**config.mk**
```make
export PLATFORM = sky130hd
export DESIGN_NAME = ds3_pm_bank
export DESIGN_NICKNAME = d
export VERILOG_FILES = /design/src/rtl/ds3_pm_pkg.sv /design/src/rtl/ds3_pm_events.sv /design/src/rtl/ds3_pm_counter.sv /design/src/rtl/ds3_pm_bank.sv
export SDC_FILE = /design/constraint.sdc
export NUM_CORES = 1
export LEC_CHECK = 0
export ABC_CLOCK_PERIOD_IN_PS = 4300
export CORE_ASPECT_RATIO = 0.75
export CORE_MARGIN = 2
export CORE_UTILIZATION = 45
export CTS_CLUSTER_DIAMETER = 120
export DETAILED_ROUTE_END_ITERATION = 16
export GPL_ROUTABILITY_DRIVEN = 0
export GPL_TIMING_DRIVEN = 1
export PLACE_DENSITY_LB_ADDON = 0.25
export SLEW_MARGIN = 20
export SYNTH_ARGS = -nofsm -noshare
export SYNTH_HDL_FRONTEND = slang
export SYNTH_SLANG_ARGS = --single-unit
```
**constraint.sdc**
```tcl
create_clock -name clk -period 4.3 [get_ports clk]
set_clock_uncertainty 0.15 [all_clocks]
set_input_delay 0.86 -clock clk [delete_from_list [all_inputs] [get_ports clk]]
set_output_delay 0.86 -clock clk [all_outputs]
set_load 0.01 [all_outputs]
```
**src/rtl/ds3_pm_pkg.sv**
```systemverilog
package ds3_pm_pkg;

  localparam int unsigned NUM_P  = 2;
  localparam int unsigned NUM_CP = 3;
  localparam int unsigned NUM_FB = 3;
  localparam int unsigned ARITH_W = 16;

  // Any P bit that disagrees with the previous frame's parity.
  function automatic logic p_mismatch(input logic [NUM_P-1:0] rx, input logic ref_bit);
    return |(rx ^ {NUM_P{ref_bit}});
  endfunction

  // At least two of the C-parity bits disagree.
  function automatic logic cp_vote(input logic [NUM_CP-1:0] rx, input logic ref_bit);
    logic [NUM_CP-1:0] d;
    int unsigned n;
    d = rx ^ {NUM_CP{ref_bit}};
    n = 0;
    for (int i = 0; i < NUM_CP; i++) n += d[i];
    return n >= 2;
  endfunction

  // Any FEBE bit at zero.
  function automatic logic febe_hit(input logic [NUM_FB-1:0] rx);
    return ~&rx;
  endfunction

  // Next running value: saturate or wrap at 2^w - 1.
  function automatic logic [ARITH_W-1:0] pm_bump(input logic [ARITH_W-1:0] cur,
                                                 input logic [1:0] inc,
                                                 input int unsigned w,
                                                 input logic sat);
    logic [ARITH_W:0] sum;
    logic [ARITH_W:0] lim;
    sum = {1'b0, cur} + {{(ARITH_W-1){1'b0}}, inc};
    lim = (({{ARITH_W{1'b0}}, 1'b1}) << w) - 1'b1;
    if (sum > lim) return sat ? lim[ARITH_W-1:0] : (sum[ARITH_W-1:0] & lim[ARITH_W-1:0]);
    return sum[ARITH_W-1:0];
  endfunction

endpackage

```
**src/rtl/ds3_pm_events.sv**
```systemverilog
module ds3_pm_events
  import ds3_pm_pkg::*;
(
  input  logic              frame_stb,
  input  logic              cbit_mode,
  input  logic              fbit_err,
  input  logic              mbit_err,
  input  logic [NUM_P-1:0]  p_rx,
  input  logic              p_ref,
  input  logic [NUM_CP-1:0] cp_rx,
  input  logic              cp_ref,
  input  logic [NUM_FB-1:0] febe_rx,
  output logic [1:0]        fm_inc,
  output logic              ev_p,
  output logic              ev_cp,
  output logic              ev_febe
);
  always_comb begin
    fm_inc  = {1'b0, fbit_err} + {1'b0, mbit_err};
    ev_p    = frame_stb && p_mismatch(p_rx, p_ref);
    ev_cp   = frame_stb && cbit_mode && cp_vote(cp_rx, cp_ref);
    ev_febe = frame_stb && cbit_mode && febe_hit(febe_rx);
  end
endmodule

```
**src/rtl/ds3_pm_counter.sv**
```systemverilog
module ds3_pm_counter
  import ds3_pm_pkg::*;
#(
  parameter int unsigned W = 14
) (
  input  logic         clk,
  input  logic         rst_n,
  input  logic         latch,
  input  logic         sat,
  input  logic [1:0]   inc,
  output logic [W-1:0] run,
  output logic [W-1:0] hold
);
  localparam int unsigned PADW = ARITH_W - W;

  logic [ARITH_W-1:0] nxt_wide;
  logic [W-1:0]       nxt;

  always_comb begin
    nxt_wide = pm_bump({{PADW{1'b0}}, run}, inc, W, sat);
    nxt      = nxt_wide[W-1:0];
  end

  always_ff @(posedge clk or negedge rst_n) begin
    if (!rst_n) begin
      run  <= '0;
      hold <= '0;
    end else if (latch) begin
      hold <= run;
      run  <= W'(inc);
    end else begin
      run  <= nxt;
    end
  end
endmodule

```
**src/rtl/ds3_pm_bank.sv**
```systemverilog
module ds3_pm_bank
  import ds3_pm_pkg::*;
#(
  parameter int unsigned FM_W  = 12,
  parameter int unsigned CNT_W = 14
) (
  input  logic              clk,
  input  logic              rst_n,
  input  logic              sat_mode,
  input  logic              cbit_mode,
  input  logic              pm_latch,
  input  logic              frame_stb,
  input  logic              fbit_err,
  input  logic              mbit_err,
  input  logic [NUM_P-1:0]  p_rx,
  input  logic              p_ref,
  input  logic [NUM_CP-1:0] cp_rx,
  input  logic              cp_ref,
  input  logic [NUM_FB-1:0] febe_rx,
  output logic [FM_W-1:0]   hold_fm,
  output logic [CNT_W-1:0]  hold_p,
  output logic [CNT_W-1:0]  hold_cp,
  output logic [CNT_W-1:0]  hold_febe
);
  logic [1:0]       fm_inc;
  logic             ev_p, ev_cp, ev_febe;
  logic [FM_W-1:0]  run_fm;
  logic [CNT_W-1:0] run_p, run_cp, run_febe;

  ds3_pm_events u_ev (
    .frame_stb (frame_stb),
    .cbit_mode (cbit_mode),
    .fbit_err  (fbit_err),
    .mbit_err  (mbit_err),
    .p_rx      (p_rx),
    .p_ref     (p_ref),
    .cp_rx     (cp_rx),
    .cp_ref    (cp_ref),
    .febe_rx   (febe_rx),
    .fm_inc    (fm_inc),
    .ev_p      (ev_p),
    .ev_cp     (ev_cp),
    .ev_febe   (ev_febe)
  );

  ds3_pm_counter #(.W(FM_W)) u_fm (
    .clk(clk), .rst_n(rst_n), .latch(pm_latch), .sat(sat_mode),
    .inc(fm_inc), .run(run_fm), .hold(hold_fm)
  );

  ds3_pm_counter #(.W(CNT_W)) u_p (
    .clk(clk), .rst_n(rst_n), .latch(pm_latch), .sat(sat_mode),
    .inc({1'b0, ev_p}), .run(run_p), .hold(hold_p)
  );

  ds3_pm_counter #(.W(CNT_W)) u_cp (
    .clk(clk), .rst_n(rst_n), .latch(pm_latch), .sat(sat_mode),
    .inc({1'b0, ev_cp}), .run(run_cp), .hold(hold_cp)
  );

  ds3_pm_counter #(.W(CNT_W)) u_febe (
    .clk(clk), .rst_n(rst_n), .latch(pm_latch), .sat(sat_mode),
    .inc({1'b0, ev_febe}), .run(run_febe), .hold(hold_febe)
  );
endmodule

```
==> impl_metrics.env <==
export IMPL_outcome="finished clean"
export IMPL_slew_violations=0
export IMPL_fp_dieH_um=94.0
export IMPL_cp_start_kind="primary input"
export IMPL_synth_top_area_frac=0.556
export IMPL_final_antenna_net_count=0
export IMPL_hold_viol_final=0
export IMPL_rsz0062_at_grt="false"
export IMPL_syn_to_final_growth_pct=23.3
export IMPL_cellLeakagePower_nw=2.64
export IMPL_row_count=32
export IMPL_wl_per_cell_um=15.5
export IMPL_finalNonFillerCells=612
export IMPL_ir_worst_vdd_mv=0.209
export IMPL_relSlewSlack=0.469
export IMPL_antenna_found_initial=0
export IMPL_place_inst=596
export IMPL_syn_nets=432
export IMPL_initial_core_util=0.467
export IMPL_async_flop_share=1.00
export IMPL_grt_pass1_wl_um=16000
export IMPL_diodes=0
export IMPL_yosysSeqAreaShare=0.556
export IMPL_fin_nets=500
export IMPL_syn_area_um2=4860
export IMPL_grt_use_total=0.178
export IMPL_firstDrtPassIters=4
export IMPL_cp_end_kind="flip-flop"
export IMPL_path_class="primary input to flip-flop"
export IMPL_core_area_um2=10400
export IMPL_vias=3370
export IMPL_tightest_slew_ns=0.796
export IMPL_cts_root_buf="clkbuf_16"
export IMPL_maxCapViolCount=0
export IMPL_finalSetupTns_ns=0
export IMPL_hp_class="flip-flop to flip-flop"
export IMPL_worstPathArrival_ns=3.47
export IMPL_cts_hold_buf=0
export IMPL_worstHoldStart="u_fm.hold[6]"
export IMPL_h_tree_depth=3
export IMPL_synth_edf_count=0
export IMPL_clock_latency_ns=0.34
export IMPL_io_buffers=71
export IMPL_synth_flop_cell="dfrtp_1"
export IMPL_hold_end="u_fm.hold[6]"
export IMPL_synth_cell_types=48
export IMPL_cts_sinks=108
export IMPL_finalWirelength_um=9520
export IMPL_finalCriticalPeriod_ns=3.39
export IMPL_whs_path_depth=1
export IMPL_reg2regPathDepth=6
export IMPL_die_x_um=124
export IMPL_clk_pin_slew_ns=0.07
export IMPL_cts_buffers=9
export IMPL_grt_pass1_vias=3304
export IMPL_drc=0
export IMPL_ys_top_cells_by_area="dfrtp_1 56%, mux2_2 13%, a21oi_1 4.2%"
export IMPL_cts_setup_buffers=0
export IMPL_worst_ep_required_time_ns=4.38
export IMPL_timing_rr_start="u_febe.run[0]"
export IMPL_avgSynthCellArea_um2=12.1
export IMPL_grt_overflow_total=0
export IMPL_setup_viol=0
export IMPL_cts_resized=0
export IMPL_dieArea_um2=11600
export IMPL_ys_warn_count=0
export IMPL_clock_fmax_mhz=295
export IMPL_drive_gt1_frac=0.183
export IMPL_clockBufferDepth=2
export IMPL_postSynthCellCount=403
export IMPL_critPathMaxFanout=6
export IMPL_powerDensity_nw_per_um2=349
export IMPL_reg2reg_to="u_febe.run[1]"
export IMPL_cts_tree="done"
export IMPL_vias_per_cell=5.51
export IMPL_period_share=0.788
export IMPL_dp_hpwl_um=6380
export IMPL_drtIter0Drc=196
export IMPL_io_pins=72
export IMPL_ys_ff_latch=108
export IMPL_r2r_slack_ns=2.08
export IMPL_grt_max_degree=71
export IMPL_yosysMostFrequentCell="dfrtp_1"
export IMPL_synth_largest_area_cell="dfrtp_1"
export IMPL_netlist_top_cells_count="108 x dfrtp_1, 54 x mux2_2, 41 x a21oi_1, 21 x nand2_1, 20 x nor2_1"
==> worst max path at each step <==
stage                          endpoint  cells after the start       from
after floorplan            u_cp.run[12]                     11   cp_rx[0]
final                      u_cp.run[12]                     11     cp_ref
after global placement     u_cp.run[12]                     11     cp_ref
after CTS                  u_cp.run[12]                     11     cp_ref
after global routing      u_febe.run[0]                      9  frame_stb
after detailed placement   u_cp.run[12]                     11     cp_ref
==> placed cells by master (no fill, tap or decap), types with 2 or more instances in the layout <==
| master | instances |
|---|---|
| dfrtp_1 | 108 |
| clkdlybuf4s50_1 | 69 |
| mux2_2 | 54 |
| a21oi_1 | 41 |
| nand2_1 | 21 |
| nor2_1 | 20 |
| xnor2_1 | 18 |
| nand3_1 | 14 |
| xor2_1 | 13 |
| inv_1 | 10 |
| ha_1 | 10 |
| clkbuf_16 | 9 |
| nand4_1 | 8 |
| nor3_1 | 8 |
| a31oi_1 | 8 |
| buf_4 | 6 |
| a41o_1 | 5 |
| clkinv_4 | 5 |
| nor4_1 | 4 |
| a2bb2oi_1 | 4 |
| and4_1 | 3 |
| and3_1 | 3 |
| a211oi_1 | 2 |
| a311oi_1 | 2 |
| or3_1 | 2 |
| o21ai_0 | 2 |
| a41oi_1 | 2 |
| or2_2 | 2 |
| or4_1 | 2 |
| o31ai_1 | 2 |
==> where the power goes <==
part           internal (W)  total [W]  switching [W]  leakage, nW
logic             0.0000871   0.000175      0.0000879         1.00
registers           0.00104    0.00107      0.0000244         1.48
clock network      0.000473   0.000845       0.000373        0.153
total               0.00160    0.00209       0.000485         2.64
==> critical path: stages <==
cell             delay [ns]
clkdlybuf4s50_1        0.48
xor2_1                 0.19
ha_1                   0.27
a21oi_1                0.05
nor2_1                 0.14
ha_1                   0.22
ha_1                   0.21
and4_1                 0.33
and3_1                 0.33
a311oi_1               0.13
a41o_1                 0.24
==> per-layer routing <==
layer	vias up	share of wire	track usage
li1	1600	-	-
met3	14	0.045	0.0528
met1	1691	0.50	0.254
met4	0	0.012	0.0459
met5	-	0	0
met2	65	0.45	0.265
==> cell type report <==
type / count / area, µm²
Clock buffer: 10 / 239
Inverter: 10 / 37.5
Clock inverter: 6 / 73.8
Fill cell: 861 / 4420
Tap cell: 136 / 170
Multi-Input combinational cell: 267 / 2030
Sequential cell: 108 / 2700
Timing Repair Buffer: 75 / 736
==> logic make-up (layout without fill, tap and decap cells) <==
| logic type | after synthesis | after routing | synth area share |
|---|---|---|---|
| flip-flops | 108 | 108 | 0.556 |
| buffers and inverters | 28 | 101 | 0.0255 |
| AND/OR/NAND/NOR | 97 | 97 | 0.110 |
| XOR/XNOR | 31 | 31 | 0.0559 |
| multiplexers | 54 | 54 | 0.125 |
| AO/OA/AOI/OAI | 74 | 74 | 0.0971 |
| adder cells (fa/ha/maj) | 11 | 11 | 0.0299 |
==> state kept, by name, indices dropped and copies added (netlist names) <==
register	flops
u_fm.run	12
u_cp.hold	14
u_p.hold	14
u_febe.run	14
u_fm.hold	12
u_p.run	14
u_cp.run	14
u_febe.hold	14
==> metrics by stage <==
step	util	power (W)	setup slack [ns]	hold slack (ns)	area, µm²
global placement	0.545	0.00126	0.716	0.339	5680
global route	0.575	0.00218	0.724	0.375	5990
floorplan	-	0.00117	1.30	0.336	4860
detailed placement	0.545	0.00127	0.577	0.344	5680
finish	0.575	0.00209	0.912	0.355	5990
CTS	0.575	0.00212	0.929	0.360	5990
(Power assumes the default switching activity.)
